**src/rtl/pld_cell_pkg.sv**
```systemverilog
package pld_cell_pkg;
  typedef enum logic [1:0] {
    FF_D  = 2'b00,
    FF_T  = 2'b01,
    FF_JK = 2'b10,
    FF_SR = 2'b11
  } ff_kind_e;
endpackage

```
**src/rtl/pld_rise_detect.sv**
```systemverilog
module pld_rise_detect #(
  parameter int W = 2
) (
  input  logic         clk,
  input  logic         rst_n,
  input  logic [W-1:0] src,
  output logic [W-1:0] rise
);
  genvar i;
  generate
    for (i = 0; i < W; i++) begin : g_src
      logic prev_q;
      always_ff @(posedge clk or negedge rst_n) begin
        if (!rst_n) prev_q <= 1'b0;
        else        prev_q <= src[i];
      end
      assign rise[i] = src[i] & ~prev_q;


      single_pulse_chk: assert property (@(posedge clk) disable iff (!rst_n)
        rise[i] |=> !rise[i]);
    end
  endgenerate
endmodule

```
**src/rtl/pld_ff_next.sv**
```systemverilog
module pld_ff_next
  import pld_cell_pkg::*;
(
  input  ff_kind_e kind,
  input  logic     q,
  input  logic     in_a,
  input  logic     in_b,
  output logic     q_nxt,
  output logic     sr_bad
);
  always_comb begin
    sr_bad = 1'b0;
    unique case (kind)
      FF_D:  q_nxt = in_a;
      FF_T:  q_nxt = q ^ in_a;
      FF_JK: q_nxt = (in_a & ~q) | (~in_b & q);
      FF_SR: begin
        sr_bad = in_a & in_b;
        if (in_a && !in_b)      q_nxt = 1'b1;
        else if (!in_a && in_b) q_nxt = 1'b0;
        else                    q_nxt = q;
      end
      default: q_nxt = q;
    endcase
  end
endmodule

```
**src/rtl/pld_clr_combine.sv**
```systemverilog
module pld_clr_combine #(
  parameter int NCLR = 2
) (
  input  logic [NCLR-1:0] terms,
  input  logic [NCLR-1:0] en,
  output logic            clr
);
  logic [NCLR-1:0] gated;
  genvar i;
  generate
    for (i = 0; i < NCLR; i++) begin : g_term
      assign gated[i] = terms[i] & en[i];
    end
  endgenerate
  assign clr = |gated;
endmodule

```
**src/rtl/pld_out_cell.sv**
```systemverilog
module pld_out_cell
  import pld_cell_pkg::*;
#(
  parameter int NCLR = 2
) (
  input  logic            clk,
  input  logic            rst_n,
  input  logic [1:0]      cfg_ff_type,
  input  logic            cfg_reg_sel,
  input  logic            cfg_clk_ext,
  input  logic [NCLR-1:0] cfg_clr_en,
  input  logic            sop_a,
  input  logic            sop_b,
  input  logic            pt_clk,
  input  logic            ext_clk,
  input  logic            pt_preset,
  input  logic [NCLR-1:0] pt_clr,
  output logic            pin_out,
  output logic            fb_out,
  output logic            illegal_sr
);
  localparam int NSRC = 2;

  logic [NSRC-1:0] src_vec, rise_vec;
  logic            clk_en, clr_any, q_reg, q_nxt, q_eff, mux_out;
  ff_kind_e        kind;

  assign kind    = ff_kind_e'(cfg_ff_type);
  assign src_vec = {ext_clk, pt_clk};

  pld_rise_detect #(.W(NSRC)) u_rise (
    .clk(clk), .rst_n(rst_n), .src(src_vec), .rise(rise_vec)
  );
  assign clk_en = rise_vec[cfg_clk_ext];

  pld_clr_combine #(.NCLR(NCLR)) u_clr (
    .terms(pt_clr), .en(cfg_clr_en), .clr(clr_any)
  );

  pld_ff_next u_next (
    .kind(kind), .q(q_reg), .in_a(sop_a), .in_b(sop_b),
    .q_nxt(q_nxt), .sr_bad(illegal_sr)
  );

  always_ff @(posedge clk or negedge rst_n) begin
    if (!rst_n)         q_reg <= 1'b0;
    else if (clr_any)   q_reg <= 1'b0;
    else if (pt_preset) q_reg <= 1'b1;
    else if (clk_en)    q_reg <= q_nxt;
  end

  always_comb begin
    if (clr_any)        q_eff = 1'b0;
    else if (pt_preset) q_eff = 1'b1;
    else                q_eff = q_reg;
  end

  assign mux_out = cfg_reg_sel ? q_eff : sop_a;
  assign pin_out = mux_out;
  assign fb_out  = mux_out;


  hold_no_edge_chk: assert property (@(posedge clk) disable iff (!rst_n)
    (!clk_en && !clr_any && !pt_preset) |=> $stable(q_reg));


  d_capture_chk: assert property (@(posedge clk) disable iff (!rst_n)
    (clk_en && !clr_any && !pt_preset && kind == FF_D) |=> (q_reg == $past(sop_a)));


  sr_hold_chk: assert property (@(posedge clk) disable iff (!rst_n)
    (clk_en && !clr_any && !pt_preset && kind == FF_SR && sop_a && sop_b) |=> $stable(q_reg));


  clr_wins_chk: assert property (@(posedge clk) disable iff (!rst_n)
    (cfg_reg_sel && clr_any) |-> !pin_out);


  comb_path_chk: assert property (@(posedge clk) disable iff (!rst_n)
    !cfg_reg_sel |-> (pin_out == sop_a));
endmodule

```
**config.mk**
```make
export PLATFORM = sky130hd
export DESIGN_NAME = pld_out_cell
export DESIGN_NICKNAME = d
export VERILOG_FILES = /design/src/rtl/pld_cell_pkg.sv /design/src/rtl/pld_rise_detect.sv /design/src/rtl/pld_ff_next.sv /design/src/rtl/pld_clr_combine.sv /design/src/rtl/pld_out_cell.sv
export SDC_FILE = /design/constraint.sdc
export NUM_CORES = 1
export LEC_CHECK = 0
export BUFFER_PORTS_ARGS = -buffer_cell sky130_fd_sc_hd__buf_2
export CORE_AREA = 4 4 41 43
export CTS_CLUSTER_DIAMETER = 30
export DETAILED_ROUTE_END_ITERATION = 7
export DIE_AREA = 0 0 45 47
export PLACE_DENSITY = 0.51
export SLEW_MARGIN = 20
export SYNTH_ARGS = -nofsm -noshare
export SYNTH_HDL_FRONTEND = slang
export SYNTH_HIERARCHICAL = 1
export SYNTH_SLANG_ARGS = --single-unit
export TNS_END_PERCENT = 1
```
**constraint.sdc**
```tcl
create_clock -name clk -period 1.67 [get_ports clk]
set_clock_uncertainty 0.1 [all_clocks]
set_input_delay 0.4175 -clock clk [delete_from_list [all_inputs] [get_ports clk]]
set_output_delay 0.4175 -clock clk [all_outputs]
set_load 0.1 [all_outputs]
```
# After elaboration in Yosys (flattened, before gate mapping)
# Cells that the tools add are included.
# Widths: inputs -> output; s select.
# word_totals
regBits	3
latchBits	0
ramBits	0
mem_bits_ro	0
inputBits	15
output_inout_bits	3
elab_cells	41
mem_count	0
# classes
n_addsub	0
multipliers	0
div	0
n_lt_le_gt_ge	1
n_eq_ne	4
shifts	0
n_mux	12
bitwise	13
n_reduce_logical	8
# op_table
op	n
$mux 1	11
$and 1x1->1	7
$ne 5x3->1 const B	1
$eq 2x2->1 const B	2
$not 1->1	4
$pmux 1 s4	1
$reduce_bool 3->1	1
$eq 2x1->1 const B	1
$logic_and 1x1->1	2
$logic_not 1->1	2
$logic_not 2->1	1
$lt 1x2->1 const B	1
$reduce_and 2->1	1
$reduce_or 2->1	1
$or 1x1->1	1
$xor 1x1->1	1

# Longest topological paths before layout
# Gate-level depths: netlist of the first run.
# logic_depth
ltp_word	8
ltp_mapped	5
ltp_nobuf	5

# By module
# The synthesis of the first run kept the hierarchy.
# by_module_without_submodules
mod	instances	cells_per_inst	area_per_inst_um2	seq_area_each_um2
pld_rise_detect	1	4	77.6	50.0
pld_out_cell	1	8	73.8	25.0
pld_ff_next	1	10	62.6	0.0
pld_clr_combine	1	1	8.8	0.0

# Worst setup path after synthesis of the first run
# Ideal clock, no wire load.
# synth_path
path_kind	input port to output port
start	in sop_b
end	out illegal_sr
arrival_time_ns	1.734
required_time_ns	1.152
path_slack_ns	-0.582
path_stages	2
n_path_buf	0
cell_sequence	nand2_1 -> nor2_1
# synth_between
elab_chain_len	2
# synth_rtl
item	line	text
start: declaration	pld_out_cell.sv:13	input logic sop_b,
$and 1x1->1	pld_ff_next.sv:18	sr_bad = in_a & in_b;
$mux 1	pld_ff_next.sv:13	unique case (kind)
end: declaration	pld_out_cell.sv:20	output logic illegal_sr
# Every way passes these cells.

# Worst setup path in the final report of the first run
# layout_path
start	reg q_reg
end	out pin_out
# layout_between
elab_chain_len	3
# layout_rtl
item	line	text
start: declaration	pld_out_cell.sv:25	logic clk_en, clr_any, q_reg, q_nxt, q_eff, mux_out;
start signal: assignment	pld_out_cell.sv:49	else if (clk_en) q_reg <= q_nxt;
$mux 1	pld_out_cell.sv:54	else if (pt_preset) q_eff = 1'b1;
$mux 1	pld_out_cell.sv:53	if (clr_any) q_eff = 1'b0;
$mux 1	pld_out_cell.sv:58	assign mux_out = cfg_reg_sel ? q_eff : sop_a;
end: declaration	pld_out_cell.sv:18	output logic pin_out,
# Every way passes these cells.

==> results of run 1 <==
[per-layer routing]
layer,vias to the layer above,global-route usage (%)
li1,131,-
met1,111,7.06
met2,22,9.89
met3,2,3.07
met4,0,8.77
met5,-,0
[worst min path at each step]
stage,end,slack (ps),cells after the start,start
floorplan,q_reg,20,0,rst_n
global placement,u_rise/g_src[0].prev_q,120,1,rst_n
detailed placement,u_rise/g_src[0].prev_q,110,1,rst_n
CTS,u_rise/g_src[0].prev_q,200,1,pt_clk
global route,u_rise/g_src[0].prev_q,200,1,pt_clk
finish,u_rise/g_src[0].prev_q,210,1,pt_clk
[area by class of cell]
class	count	area share, %
well taps	15	4.42
flip-flops and latches	3	17.7
repair buffers	20	36.6
multi-input cells	19	35.1
clock buffers	4	6.19
[report_power, final]
part           switching, mW  internal (mW)  total [mW]
sequential           0.00418         0.0785      0.0827
combinational         0.0747         0.0616       0.136
clock                 0.0385         0.0896       0.128
[per-stage QoR]
stage | util, % | setup WS, ps | setup TNS [ps] | cells | power (mW)
floorplan | - | -140 | -274 | 23 | 0.169
detailed placement | 29.0 | -68.4 | -136 | 55 | 0.214
CTS | 32.4 | -133 | -266 | 61 | 0.354
global placement | 29.0 | -52.6 | -105 | 55 | 0.213
finish | 32.6 | -86.4 | -173 | 61 | 0.347
global route | 32.6 | -129 | -314 | 61 | 0.374
[kinds of logic after synthesis]
logic type / share of synthesized area (%)
multiplexers: 9.55
flip-flops: 33.7
buffers and inverters: 3.37
AO/OA/AOI/OAI: 18.5
AND/OR/NAND/NOR: 34.8
[cell usage in the layout (no fill, tap or decap), drive strengths merged, types with 2 or more instances in the layout]
master  netlist  routed
nand2         3       3
nor2          3       3
dfrtp         3       3
nor2b         2       2
nor3          2       2
clkbuf        0       4
buf           1      19
[what timing repair did]
action | CTS | global route
resized for setup | 0 | 1
endpoints found under the hold margin | 3 | 0
setup endpoints to repair | 2 | 3
pin swaps | 2 | 1
hold buffers | 1 | 0
buffers inserted | 1 | 0
==> results.txt, run 1 <==
Worst reg2reg path endpoint = q_reg
Worst relative slew slack = 81.0%
Kind of end point of the critical path = output pin
Global-route usage over all layers = 7.04%
Number of buffers between clock root and the deepest sink = 2
Via count = 266
Total of flip-flops plus latches after synthesis = 3
Synthesized area per cell = 9.68 sq um
Number of standard cells after synthesis = 23
Total Nets Final = 62
Fraction of the yosys area taken by sequential cells = 33.7%
Power per Cell Area = 818 nW/um^2
Die extent in x = 45 microns
Port Buf Inserts = 17
Slew of the pin with the lowest slew margin = 284 ps
Clock latency reported for the late side of the worst-skew pair = 230 ps
Cell type with the largest total area after synthesis = dfrtp_1
Area share of the leading cell type in the synthesized netlist = 33.7%
Min Hold Slack = 208 ps
Most frequently used flop master after synthesis = dfrtp_1
CP Cell Sequence = nor2_2, nor2_1, mux2_4, buf_12
Cell area after placement = 378 sq um
Detailed-route wire length = 623 microns
Max Freq = 569 MHz
Routed WL per cell = 10.2 microns
CTS tree = built
Violation count after the first detailed-route iteration = 6
Initial antenna violation count = 0
Number of nets with antenna violations after detailed routing = 0
Worst Path Arrival = 1240 ps
CTS H-Tree Depth = 1
Total leakage power = 0.207 nW
Total clock sinks = 3
Type of the setup path with the least slack = register to output pin
Setup slack after layout = -86.4 ps
Full die area = 2120 sq um
Core Area = 1300 sq um
Routed length on met3 = 92 microns
FFs w/ async S/R, synth = 100%
Max capacitance violation total = 0
Worst Path Buf+Inv = 1
Die height = 47 microns
Io pins = 18
Outcome = finished, violations left
Endpoints failing hold = 0
Final critical-path share of the clock period = 105%
Most used standard cells in the synthesized netlist = dfrtp_1 (3), nand2_1 (3), nor2_1 (3)
Antenna cells = 0
Post-CTS clock slew at the launch and capture registers of the worst setup and hold paths = 40 ps
R2r worst-path depth = 6
Num CTS Buffers = 3
Initial Util = 17.1%
Worst setup startpoint = q_reg
Proportion of layout cells with a drive suffix above 1 = 60.9%
Cells taking the most area after synthesis = dfrtp_1 (34%), nor2b_4 (12%), a2111oi_2 (6.7%), mux2_2 (5.1%), nand2_1 (5.1%)
Peak ir drop on the vdd network = 0.359 mV
Violations in the final reports = negative setup slack
# setup viols final = 2
Top cell family by delay on the critical path = flip-flops
Area growth from synthesis to final layout = 90.4%
CTS root buffer = clkbuf_4
Post-route design area = 424 sq um
Overflow left after global routing = 0
Post-detail-place hpwl = 524 microns
Number of global-route vias before repair = 266
Slowest-stage cell, CP = dfrtp_1
Critical Path Start Type = register
Core Rows = 13
Highest net fanout along the worst path = 2
Synthesized area = 223 sq um
Number of gates on the worst path with buffers counted = 4
Register area = 75.1 sq um
Number of nets produced by synthesis = 38
Drt drc = 0
Critical path destination = pin_out
Worst R2R Start = q_reg
Routed metal-1 wirelength = 257 microns
Metal2 WL = 254 microns
Wire length of the first global-routing pass = 972 microns
Min-Delay Path Class = input port to register
Setup repair after global routing missed its margin = true
Fillcell total = 155
Post-route minimum period = 1760 ps
Pins over their slew limit = 0
Total area of multi-input combinational cells = 149 sq um
Crit path largest cell delay = 390 ps
Count of flip-flops with a built-in enable after synthesis = 0
Avg Vias per Cell = 4.36
Setup slack on the worst flop-to-flop path = 110 ps
Pin count of the biggest net entering global routing = 6
Number of iterations in the first detailed-routing pass = 4
DR top layer = met4
Warnings, synthesis = 6
Max reg flops = 2
Distinct cell type count after synthesis = 15
Placer congestion estimate = 0.685
CP required = 1150 ps
(Power assumes the default switching activity.)
==> run 2: changes to the inputs <==
--- a/config.mk
+++ b/config.mk
@@ -12,3 +12,3 @@
 export DIE_AREA = 0 0 45 47
-export PLACE_DENSITY = 0.51
+export PLACE_DENSITY = 0.49
 export SLEW_MARGIN = 20
@@ -16,3 +16,2 @@
 export SYNTH_HDL_FRONTEND = slang
-export SYNTH_HIERARCHICAL = 1
 export SYNTH_SLANG_ARGS = --single-unit
==> constraint.sdc (replaced) <==
create_clock -name clk -period 1.67 [get_ports clk]
set_clock_uncertainty 0.1 [all_clocks]
set_input_delay 0.334 -clock clk [delete_from_list [all_inputs] [get_ports clk]]
set_output_delay 0.334 -clock clk [all_outputs]
set_load 0.1 [all_outputs]
==> run 2 against run 1 <==
  * The flow now finishes without violations
  * Routed wire length fell by 2.4%
  * Worst setup slack improved by 100 ps
  * Maximum frequency rose by 6.3%
  * Critical path depth did not move
  * Critical endpoint is now fb_out
  * Highest routed layer is now met3
==> results.txt, run 2 <==
Highest net fanout along the worst path = 3 (+1)
Core Rows = 13 (unchanged)
Total net switching power = 0.113 mW (-4.1%)
CTS root buffer = clkbuf_4
Initial Util = 15.0% (-2.1 points)
Num CTS Buffers = 3 (unchanged)
GR Util met2 = 8.47% (-1.4 points)
Critical Path Start Type = register
Min Hold Slack = 121 ps (-86.9 ps)
Number of buffers between clock root and the deepest sink = 2 (unchanged)
Worst setup startpoint = q_reg
Power per Cell Area = 857 nW/um^2 (+4.7%)
Peak ir drop on the vdd network = 0.281 mV (-22%)
Number of nets with antenna violations after detailed routing = 0 (unchanged)
Io pins = 18 (unchanged)
Distinct cell type count after synthesis = 17 (+2)
Proportion of layout cells with a drive suffix above 1 = 58.1% (-2.7 points)
Cell Count, Final, Fillers Out = 58 (-4.9%)
Number of iterations in the first detailed-routing pass = 1 (-3)
Total Nets Final = 59 (-4.8%)
Max capacitance violation total = 0 (unchanged)
Total of flip-flops plus latches after synthesis = 3 (unchanged)
Overall power of the completed layout = 0.335 mW (-3.6%)
Type of the setup path with the least slack = register to output pin
Warnings, synthesis = 0 (-6)
R2r worst-path depth = 3 (-3)
Total clock sinks = 3 (unchanged)
Max Freq = 605 MHz (+6.3%)
Wire length of the first global-routing pass = 986 microns (+1.4%)
Total leakage power = 0.195 nW (-5.7%)
Overflow left after global routing = 0 (unchanged)
Most frequently used flop master after synthesis = dfrtp_1
Fraction of the yosys area taken by sequential cells = 38.5% (+4.8 points)
Switching power share of the total = 33.7% (-0.16 points)
Avg Vias per Cell = 4.09 (-6.3%)
Commonest cells after routing, fill and taps aside = buf_2 (14), clkbuf_4 (3), buf_12 (3), dfrtp_1 (3), inv_1 (2)
Number of nets produced by synthesis = 36 (-5.3%)
Pin count of the biggest net entering global routing = 6 (unchanged)
Clock Power Share = 38.3% (+1.4 points)
Global-route usage over all layers = 6.89% (-0.15 points)
Synthesized area per cell = 9.29 sq um (-4.0%)
Post-detail-place hpwl = 507 microns (-3.4%)
Slew of the pin with the lowest slew margin = 281 ps (-3.23 ps)
Violation count after the first detailed-route iteration = 0 (-6)
Setup slack on the worst flop-to-flop path = 570 ps (+460 ps)
Post-CTS clock slew at the launch and capture registers of the worst setup and hold paths = 40 ps (about the same)
Kind of end point of the critical path = output pin
Antenna cells = 0 (unchanged)
Met1 track utilization from global routing = 8.70% (+1.6 points)
Clock latency reported for the late side of the worst-skew pair = 230 ps (about the same)
Drt drc = 0 (unchanged)
Endpoints failing hold = 0 (unchanged)
CTS tree = built
Initial antenna violation count = 0 (unchanged)
Placer congestion estimate = 0.744 (+8.6%)
Combinational share of power = 37.3% (-1.9 points)
Die height = 47 microns (unchanged)
Cell type with the largest total area after synthesis = dfrtp_1
Internal cell power = 0.222 mW (-3.4%)
Number of standard cells after synthesis = 21 (-8.7%)
Seq pwr share = 24.4% (+0.6 points)
Most used standard cells in the synthesized netlist = dfrtp_1 (3), inv_1 (3)
Worst relative slew slack = 81.2% (+0.21 points)
# placed instances = 52 (-5.5%)
Worst R2R Start = u_rise.g_src[0].prev_q
Worst reg2reg path endpoint = q_reg
Port Buf Inserts = 17 (unchanged)
Critical path destination = fb_out
# setup viols final = 0 (-2)
Worst Path Arrival = 1220 ps (-20 ps)
Met3 routing resource usage after global routing = 3.83% (+0.77 points)
Cells taking the most area after synthesis = dfrtp_1 (38%), inv_1 (5.8%), mux2_2 (5.8%), a22o_1 (4.5%), and3b_1 (4.5%)
Full die area = 2120 sq um (unchanged)
Count of flip-flops with a built-in enable after synthesis = 0 (unchanged)
CP required = 1240 ps (+90 ps)
Max reg flops = 2 (unchanged)
Outcome = finished clean
Detailed-route wire length = 608 microns (-2.4%)
Area growth from synthesis to final layout = 100%
Post-route minimum period = 1650 ps (-104 ps)
Core Area = 1300 sq um (unchanged)
Synthesized area = 195 sq um (-12%)
Via count = 237 (-11%)
Commonest non-fill, non-tap cell in the layout = buf_2
Setup repair after global routing missed its margin = true
FFs w/ async S/R, synth = 100% (unchanged)
Die extent in x = 45 microns (unchanged)
Min-Delay Path Class = input port to register
CTS H-Tree Depth = 1 (unchanged)
Number of global-route vias before repair = 258 (-3.0%)
Final critical-path share of the clock period = 98.9% (-6.3 points)
Area share of the leading cell type in the synthesized netlist = 38.5% (+4.8 points)
Pins over their slew limit = 0 (unchanged)
Global routing's busiest layer = met1
Routed WL per cell = 10.5 microns (+2.6%)
[run 2: what timing repair did]
item | in CTS | in global routing
pin swaps | 0 | 1
gates resized for setup | 2 | 1
gates cloned | 0 | 0
hold endpoints to repair | 3 | 0
endpoints found under the setup margin | 2 | 2
buffers inserted | 0 | 1
hold buffers | 1 | 0
[run 2: worst min-delay path by stage]
stage	cells past startpoint	startpoint	slack, ps	endpoint
after global routing	1	pt_clk	120	u_rise.g_src[0].prev_q
after floorplan	0	rst_n	-60	q_reg
after CTS	1	pt_clk	110	u_rise.g_src[0].prev_q
final	1	pt_clk	120	u_rise.g_src[0].prev_q
after detailed placement	1	rst_n	30	u_rise.g_src[0].prev_q
after global placement	1	rst_n	30	u_rise.g_src[1].prev_q
[run 2: layout make-up]
cell class | instances | area (sq um)
well taps | 15 | 18.8
fillers | 148 | 911
multi-input cells | 14 | 111
clock buffers | 4 | 26.3
inverters | 3 | 11.3
flip-flops and latches | 3 | 75.1
repair buffers | 19 | 148
[run 2: through the flow]
| stage | area (sq um) | TNS [ps] | setup slack [ps] | utilization [%] |
|---|---|---|---|---|
| after floorplan | 198 | -308 | -308 | - |
| after global placement | 339 | 0 | 22.5 | 26.1 |
| after detailed placement | 339 | 0 | 21.5 | 26.1 |
| after CTS | 379 | 0 | 0.273 | 29.1 |
| after global routing | 390 | -57.8 | -28.9 | 30.0 |
| final | 390 | 0 | 18.0 | 30.0 |
[run 2: logic make-up after synthesis]
group | share of synthesized area (%)
XOR/XNOR | 4.49
flip-flops | 38.5
AND/OR/NAND/NOR | 17.9
AO/OA/AOI/OAI | 23.7
buffers and inverters | 9.62
multiplexers | 5.77
[run 2: power by group through the flow]
stage | Combinational (mW) | Clock, mW | Sequential (mW)
floorplan | 0.0690 | 0 | 0.0809
global placement | 0.115 | 0 | 0.0818
detailed placement | 0.115 | 0 | 0.0818
CTS | 0.120 | 0.138 | 0.0814
global route | 0.133 | 0.142 | 0.0821
finish | 0.125 | 0.128 | 0.0816
[run 2: worst max-delay path, stage by stage, from the launching register on]
cell and delay (ps):
dfrtp_1 390, inv_2 80, a21oi_2 50, mux2_4 290, buf_12 170
[run 2: routing by layer]
| metal | routed length, microns | up-vias |
|---|---|---|
| met5 | 0 | - |
| met3 | 99 | 0 |
| met4 | 0 | 0 |
| li1 | - | 119 |
| met1 | 294 | 100 |
| met2 | 214 | 18 |
